`src/rtl/vb_pkg.sv`:
```
package vb_pkg;
  // Action taken on the entry store in one cycle
  typedef enum logic [1:0] {
    VB_IDLE   = 2'd0,
    VB_SWAP   = 2'd1,  // hit with eviction: overwrite hit slot
    VB_TAKE   = 2'd2,  // hit without eviction: release hit slot
    VB_INSERT = 2'd3   // eviction into round-robin slot
  } vb_act_e;
endpackage

```
`src/rtl/vb_match.sv`:
```
module vb_match #(
  parameter int ENTRIES = 8,
  parameter int BLK_W   = 16,
  localparam int IW     = (ENTRIES > 1) ? $clog2(ENTRIES) : 1
) (
  input  logic [ENTRIES-1:0]            valid_q,
  input  logic [ENTRIES-1:0][BLK_W-1:0] tag_q,
  input  logic [BLK_W-1:0]              key,
  output logic                          hit,
  output logic [IW-1:0]                 hit_idx
);
  logic [ENTRIES-1:0] match;

  for (genvar g = 0; g < ENTRIES; g++) begin : g_cmp
    assign match[g] = valid_q[g] && (tag_q[g] == key);
  end

  always_comb begin
    hit_idx = '0;
    for (int i = 0; i < ENTRIES; i++) begin
      if (match[i]) hit_idx = hit_idx | IW'(i);
    end
  end

  assign hit = |match;
endmodule

```
`src/rtl/vb_store.sv`:
```
module vb_store #(
  parameter int ENTRIES = 8,
  parameter int BLK_W   = 16,
  parameter int LINE_W  = 32,
  localparam int IW     = (ENTRIES > 1) ? $clog2(ENTRIES) : 1
) (
  input  logic                           clk,
  input  logic                           rst_n,
  input  logic                           wr_en,
  input  logic [IW-1:0]                  wr_idx,
  input  logic [BLK_W-1:0]               wr_tag,
  input  logic [LINE_W-1:0]              wr_data,
  input  logic                           wr_dirty,
  input  logic                           clr_en,
  input  logic [IW-1:0]                  clr_idx,
  output logic [ENTRIES-1:0]             valid_q,
  output logic [ENTRIES-1:0]             dirty_q,
  output logic [ENTRIES-1:0][BLK_W-1:0]  tag_q,
  output logic [ENTRIES-1:0][LINE_W-1:0] data_q
);
  for (genvar g = 0; g < ENTRIES; g++) begin : g_ent
    logic we, ce, valid_d;

    always_comb begin
      we      = wr_en  && (wr_idx  == IW'(g));
      ce      = clr_en && (clr_idx == IW'(g));
      valid_d = valid_q[g];
      if (ce) valid_d = 1'b0;
      if (we) valid_d = 1'b1;
    end

    always_ff @(posedge clk or negedge rst_n) begin
      if (!rst_n) begin
        valid_q[g] <= 1'b0;
        dirty_q[g] <= 1'b0;
        tag_q[g]   <= '0;
        data_q[g]  <= '0;
      end else begin
        valid_q[g] <= valid_d;
        if (we) begin
          dirty_q[g] <= wr_dirty;
          tag_q[g]   <= wr_tag;
          data_q[g]  <= wr_data;
        end
      end
    end
  end
endmodule

```
`src/rtl/victim_buf.sv`:
```
module victim_buf #(
  parameter int ENTRIES = 8,
  parameter int BLK_W   = 16,
  parameter int LINE_W  = 32,
  localparam int IW     = (ENTRIES > 1) ? $clog2(ENTRIES) : 1
) (
  input  logic              clk,
  input  logic              rst_n,
  input  logic              lkp_valid,
  input  logic [BLK_W-1:0]  lkp_tag,
  input  logic              ev_valid,
  input  logic [BLK_W-1:0]  ev_tag,
  input  logic [LINE_W-1:0] ev_data,
  input  logic              ev_dirty,
  output logic              fill_valid,
  output logic [LINE_W-1:0] fill_data,
  output logic              fill_dirty,
  output logic              nl_req_valid,
  output logic [BLK_W-1:0]  nl_req_tag,
  output logic              wb_valid,
  output logic [BLK_W-1:0]  wb_tag,
  output logic [LINE_W-1:0] wb_data
);
  import vb_pkg::*;

  logic [ENTRIES-1:0]             valid_q, dirty_q;
  logic [ENTRIES-1:0][BLK_W-1:0]  tag_q;
  logic [ENTRIES-1:0][LINE_W-1:0] data_q;
  logic                           m_hit;
  logic [IW-1:0]                  m_idx;
  logic [IW-1:0]                  ptr_q, ptr_d;
  vb_act_e                        act;
  logic                           wr_en, clr_en;
  logic [IW-1:0]                  wr_idx;

  // next-state values of the output registers
  logic              fill_v_d, fill_dirty_d, req_v_d, wb_v_d;
  logic [LINE_W-1:0] fill_data_d, wb_data_d;
  logic [BLK_W-1:0]  wb_tag_d;

  vb_match #(.ENTRIES(ENTRIES), .BLK_W(BLK_W)) u_match (
    .valid_q (valid_q),
    .tag_q   (tag_q),
    .key     (lkp_tag),
    .hit     (m_hit),
    .hit_idx (m_idx)
  );

  vb_store #(.ENTRIES(ENTRIES), .BLK_W(BLK_W), .LINE_W(LINE_W)) u_store (
    .clk      (clk),
    .rst_n    (rst_n),
    .wr_en    (wr_en),
    .wr_idx   (wr_idx),
    .wr_tag   (ev_tag),
    .wr_data  (ev_data),
    .wr_dirty (ev_dirty),
    .clr_en   (clr_en),
    .clr_idx  (m_idx),
    .valid_q  (valid_q),
    .dirty_q  (dirty_q),
    .tag_q    (tag_q),
    .data_q   (data_q)
  );

  always_comb begin
    if (lkp_valid && m_hit) act = ev_valid ? VB_SWAP : VB_TAKE;
    else if (ev_valid)      act = VB_INSERT;
    else                    act = VB_IDLE;
  end

  always_comb begin
    wr_en        = (act == VB_SWAP) || (act == VB_INSERT);
    clr_en       = (act == VB_TAKE);
    wr_idx       = (act == VB_SWAP) ? m_idx : ptr_q;
    ptr_d        = ptr_q;
    if (act == VB_INSERT)
      ptr_d = (ptr_q == IW'(ENTRIES - 1)) ? '0 : ptr_q + 1'b1;
    fill_v_d     = lkp_valid && m_hit;
    fill_data_d  = data_q[m_idx];
    fill_dirty_d = dirty_q[m_idx];
    req_v_d      = lkp_valid && !m_hit;
    wb_v_d       = (act == VB_INSERT) && valid_q[ptr_q] && dirty_q[ptr_q];
    wb_tag_d     = tag_q[ptr_q];
    wb_data_d    = data_q[ptr_q];
  end

  always_ff @(posedge clk or negedge rst_n) begin
    if (!rst_n) begin
      ptr_q        <= '0;
      fill_valid   <= 1'b0;
      fill_data    <= '0;
      fill_dirty   <= 1'b0;
      nl_req_valid <= 1'b0;
      nl_req_tag   <= '0;
      wb_valid     <= 1'b0;
      wb_tag       <= '0;
      wb_data      <= '0;
    end else begin
      ptr_q        <= ptr_d;
      fill_valid   <= fill_v_d;
      nl_req_valid <= req_v_d;
      wb_valid     <= wb_v_d;
      if (fill_v_d) begin
        fill_data  <= fill_data_d;
        fill_dirty <= fill_dirty_d;
      end
      if (req_v_d) nl_req_tag <= lkp_tag;
      if (wb_v_d) begin
        wb_tag  <= wb_tag_d;
        wb_data <= wb_data_d;
      end
    end
  end
endmodule

```
`config.mk`:
```
export PLATFORM = sky130hd
export DESIGN_NAME = victim_buf
export DESIGN_NICKNAME = d
export VERILOG_FILES = /design/src/rtl/vb_pkg.sv /design/src/rtl/vb_match.sv /design/src/rtl/vb_store.sv /design/src/rtl/victim_buf.sv
export SDC_FILE = /design/constraint.sdc
export NUM_CORES = 1
export LEC_CHECK = 0
export BUFFER_PORTS_ARGS = -buffer_cell sky130_fd_sc_hd__buf_2
export CORE_MARGIN = 10
export CORE_UTILIZATION = 40
export DETAILED_ROUTE_END_ITERATION = 8
export MAX_ROUTING_LAYER = met4
export PLACE_DENSITY_LB_ADDON = 0.15
export SETUP_SLACK_MARGIN = 0.4
export SLEW_MARGIN = 20
export SYNTH_ARGS = -nofsm -noshare
export SYNTH_HDL_FRONTEND = slang
export SYNTH_SLANG_ARGS = --single-unit
```
`constraint.sdc`:
```
create_clock -name clk -period 4.47 [get_ports clk]
set_input_delay 0.447 -clock clk [delete_from_list [all_inputs] [get_ports clk]]
set_output_delay 0.447 -clock clk [all_outputs]
set_load 0.05 [all_outputs]
```
==> impl_metrics.csv <==
group,metric,value,unit
floorplan,die_w,274,µm
global_route,grtUsageTotal,0.214,
routing,wl,78500,µm
pwr,power_leakage,12.7,nW
critical_path,rrSetupSlack,0.59,ns
timing,finalClockSkew,0.0226,ns
min_path,whs_path_depth,2,
floorplan,initial_core_util,0.402,
critical_path,startpoint_type,"flop",
timing,fin_hold_ws,0.159,ns
routing,vias_per_cell,5.70,
pwr,vdd_ir_drop_max,0.418,mV
run,cap_violations,0,
yosys,syn-mean-instance-area,13.3,µm²
layout,fin_util,0.460,
layout,area_growth,14.3,%
timing,finalSetupViolCount,0,
clocking,cts_buffers,58,
global_route,antenna_found_initial,8,
yosys,synth_seq_area_share,0.487,
routing,wl_per_cell,26.3,µm
yosys,synth_edf_count,0,
critical_path,cp.required,4.97,ns
floorplan,io_pins,169,
clocking,cts_tree,"done",
timing,fin_tns_setup,0,ns
floorplan,core,0.0642,mm²
min_path,hold_path_class,"input port to flop",
routing,detail_route.iter0.violations,1149,
critical_path,crit_type,"flop to flop",
floorplan,die_h,274,µm
layout,fin_nets,2143,
timing,finalHoldViolCount,0,
placed_design,place_congestion,0.902,
critical_path,r2r-end,"u_store.tag_q[96]",
timing,fmax,258,MHz
floorplan,dieArea,0.0752,mm²
timing,rsz0062_at_grt,"no",
routing,vias,16991,
yosys,synth_top_cell_by_area,"dfrtp_1",
pwr,powerDensity,718,mW/mm²
placed_design,port_buffers,168,
yosys,yosysWarnings,0,
critical_path,end_kind,"flop",
min_path,worstHoldEndpoint,"u_store.data_q[74]",
clocking,postCtsSetupRepairBufs,0,
yosys,synth_commonest_cells,"503 x dfrtp_1, 345 x mux2_2, 155 x nand2_1",
routing,route.detailed.drc,0,
critical_path,reg2regPathDepth,10,
critical_path,cp.arrival,4.37,ns
timing,slew_viol_final,0,
clocking,cts_sinks,503,
yosys,yosysTopAreaCellShare,0.487,
clocking,clkLatencyLatePin,0.62,ns
clocking,clk_path_buf_depth,3,
routing,ant_nets,0,
floorplan,placementRows,93,
global_route,grt_pass1_vias,17975,
yosys,ys_types,62,
global_route,grt_pass1_wl,119000,µm
critical_path,cp_max_fo,15,
clocking,clock-root-buffer,"clkbuf_16",
yosys,postSynth.asyncResetShare,1.00,
layout,drive_gt1_frac,0.397,
critical_path,r2r_start,"u_store.tag_q[40]",
outcome,outcome,"finished, final reports clean",
yosys,syn_area,0.0258,mm²
timing,relSlewSlack,0.270,
yosys,synthCells,1938,
layout,nFillCells,5886,
timing,min_period,3.88,ns
yosys,synth.most_common_cell,"dfrtp_1",
routing,drt_pass1_iterations,6,
global_route,grt_max_degree,110,
timing,tightest_slew,1.09,ns
placed_design,place.detailed.hpwl,50100,µm
global_route,overflow,0,
yosys,synth_ff_type,"dfrtp_1",
timing,fin_crit_sh,0.867,
yosys,synth-seq-cells,503,
clocking,clk_pin_slew,0.06,ns
clocking,h-tree-depth,2,
yosys,syn-num-nets,2009,
min_path,hold_path_startpoint,"ev_data[10]",
yosys,synthTopCellsByArea,"dfrtp_1 49%, mux2_2 15%, mux4_2 8.5%",
==> logic make-up (layout without fill, tap and decap cells) <==
kind of cell               count (synthesis)  after routing  synth area share
muxes                                    620            620             0.316
DFF                                      503            503             0.487
and+or+nand+nor                          297            297            0.0547
AOI/OAI and AO/OA                        234            234            0.0615
buffers and inverters                    154            336            0.0365
xor gates and xnor gates                 128            128            0.0434
adders and majority gates                  2              2          0.000968
other                                      0              6                 0
==> stage by stage <==
step	cells	area (µm²)	worst slack, ns	power, mW
final	2981	29500	0.594	21.2
after global routing	2980	29500	0.521	22.4
after CTS	2975	29500	0.708	21.4
after detailed placement	2866	27600	0.475	16.4
after global placement	2866	27600	0.471	16.2
after floorplan	1938	25800	1.40	14.0
==> placed cells by master (no fill, tap or decap), types with 40 or more instances in the layout <==
| master | instances |
|---|---|
| dfrtp_1 | 500 |
| mux2_2 | 345 |
| buf_2 | 167 |
| nand2_1 | 152 |
| mux4_2 | 97 |
| o21ai_0 | 94 |
| mux2i_1 | 76 |
| xnor2_1 | 72 |
| clkbuf_16 | 59 |
| xor2_1 | 56 |
| nand3_1 | 55 |
| mux2_1 | 52 |
| mux2_4 | 50 |
| buf_4 | 40 |
==> routing by layer <==
metal / track usage / share of wire
met2: 0.332 / 0.47
met1: 0.286 / 0.46
met4: 0.0539 / 0.022
met5: - / 0
met3: 0.0382 / 0.052
==> flip-flops by register name, indices dropped and copies added (netlist names) <==
signal	count
wb_valid	1
ptr_q	3
u_store.dirty_q	8
fill_dirty	1
wb_data	32
nl_req_tag	16
u_store.tag_q	128
wb_tag	16
fill_data	32
u_store.data_q	256
fill_valid	1
u_store.valid_q	8
nl_req_valid	1
==> critical path, stage by stage, from the launching register on <==
cell and delay [ns]:
dfrtp_1 0.41, xnor2_1 0.50, nand4_1 0.31, nor4_1 0.57, a32oi_1 0.37, nand2_1 0.23, and3_1 0.23, nand3_1 0.09
nand2_2 0.43, buf_12 0.24, mux2_2 0.36
==> power by group <==
part           switching (mW)  internal [mW]  total [mW]  leakage, nW
logic                    3.72           4.09        7.81         5.60
clock network            1.96           2.91        4.87        0.973
registers                1.93           6.60        8.52         6.14
==> area by class of cell <==
cell class | instances | area [µm²] | share of cell area
Antenna cell | 6 | 15.0 | 0.000508
Clock buffer | 88 | 1750 | 0.0591
Clock inverter | 20 | 206 | 0.00699
Inverter | 5 | 18.8 | 0.000636
Multi-Input combinational cell | 1281 | 12400 | 0.421
Sequential cell | 503 | 12600 | 0.427
Tap cell | 855 | 1070 | 0.0362
Timing Repair Buffer | 223 | 1440 | 0.0488
==> worst max-delay path by stage <==
stage,from,to,depth (start not counted)
global placement,lkp_tag[8],u_store.data_q[38],12
global route,u_store.tag_q[40],u_store.data_q[196],10
detailed placement,lkp_tag[8],u_store.data_q[42],12
CTS,u_store.tag_q[40],u_store.data_q[41],11
finish,u_store.tag_q[40],u_store.tag_q[96],10
floorplan,lkp_tag[4],u_store.data_q[44],13
==> what timing repair did <==
action,in CTS,in global routing
hold endpoints to repair,96,0
hold buffers,1,0
gates resized for setup,0,0
No activity file was read; power rests on OpenSTA's default activity.
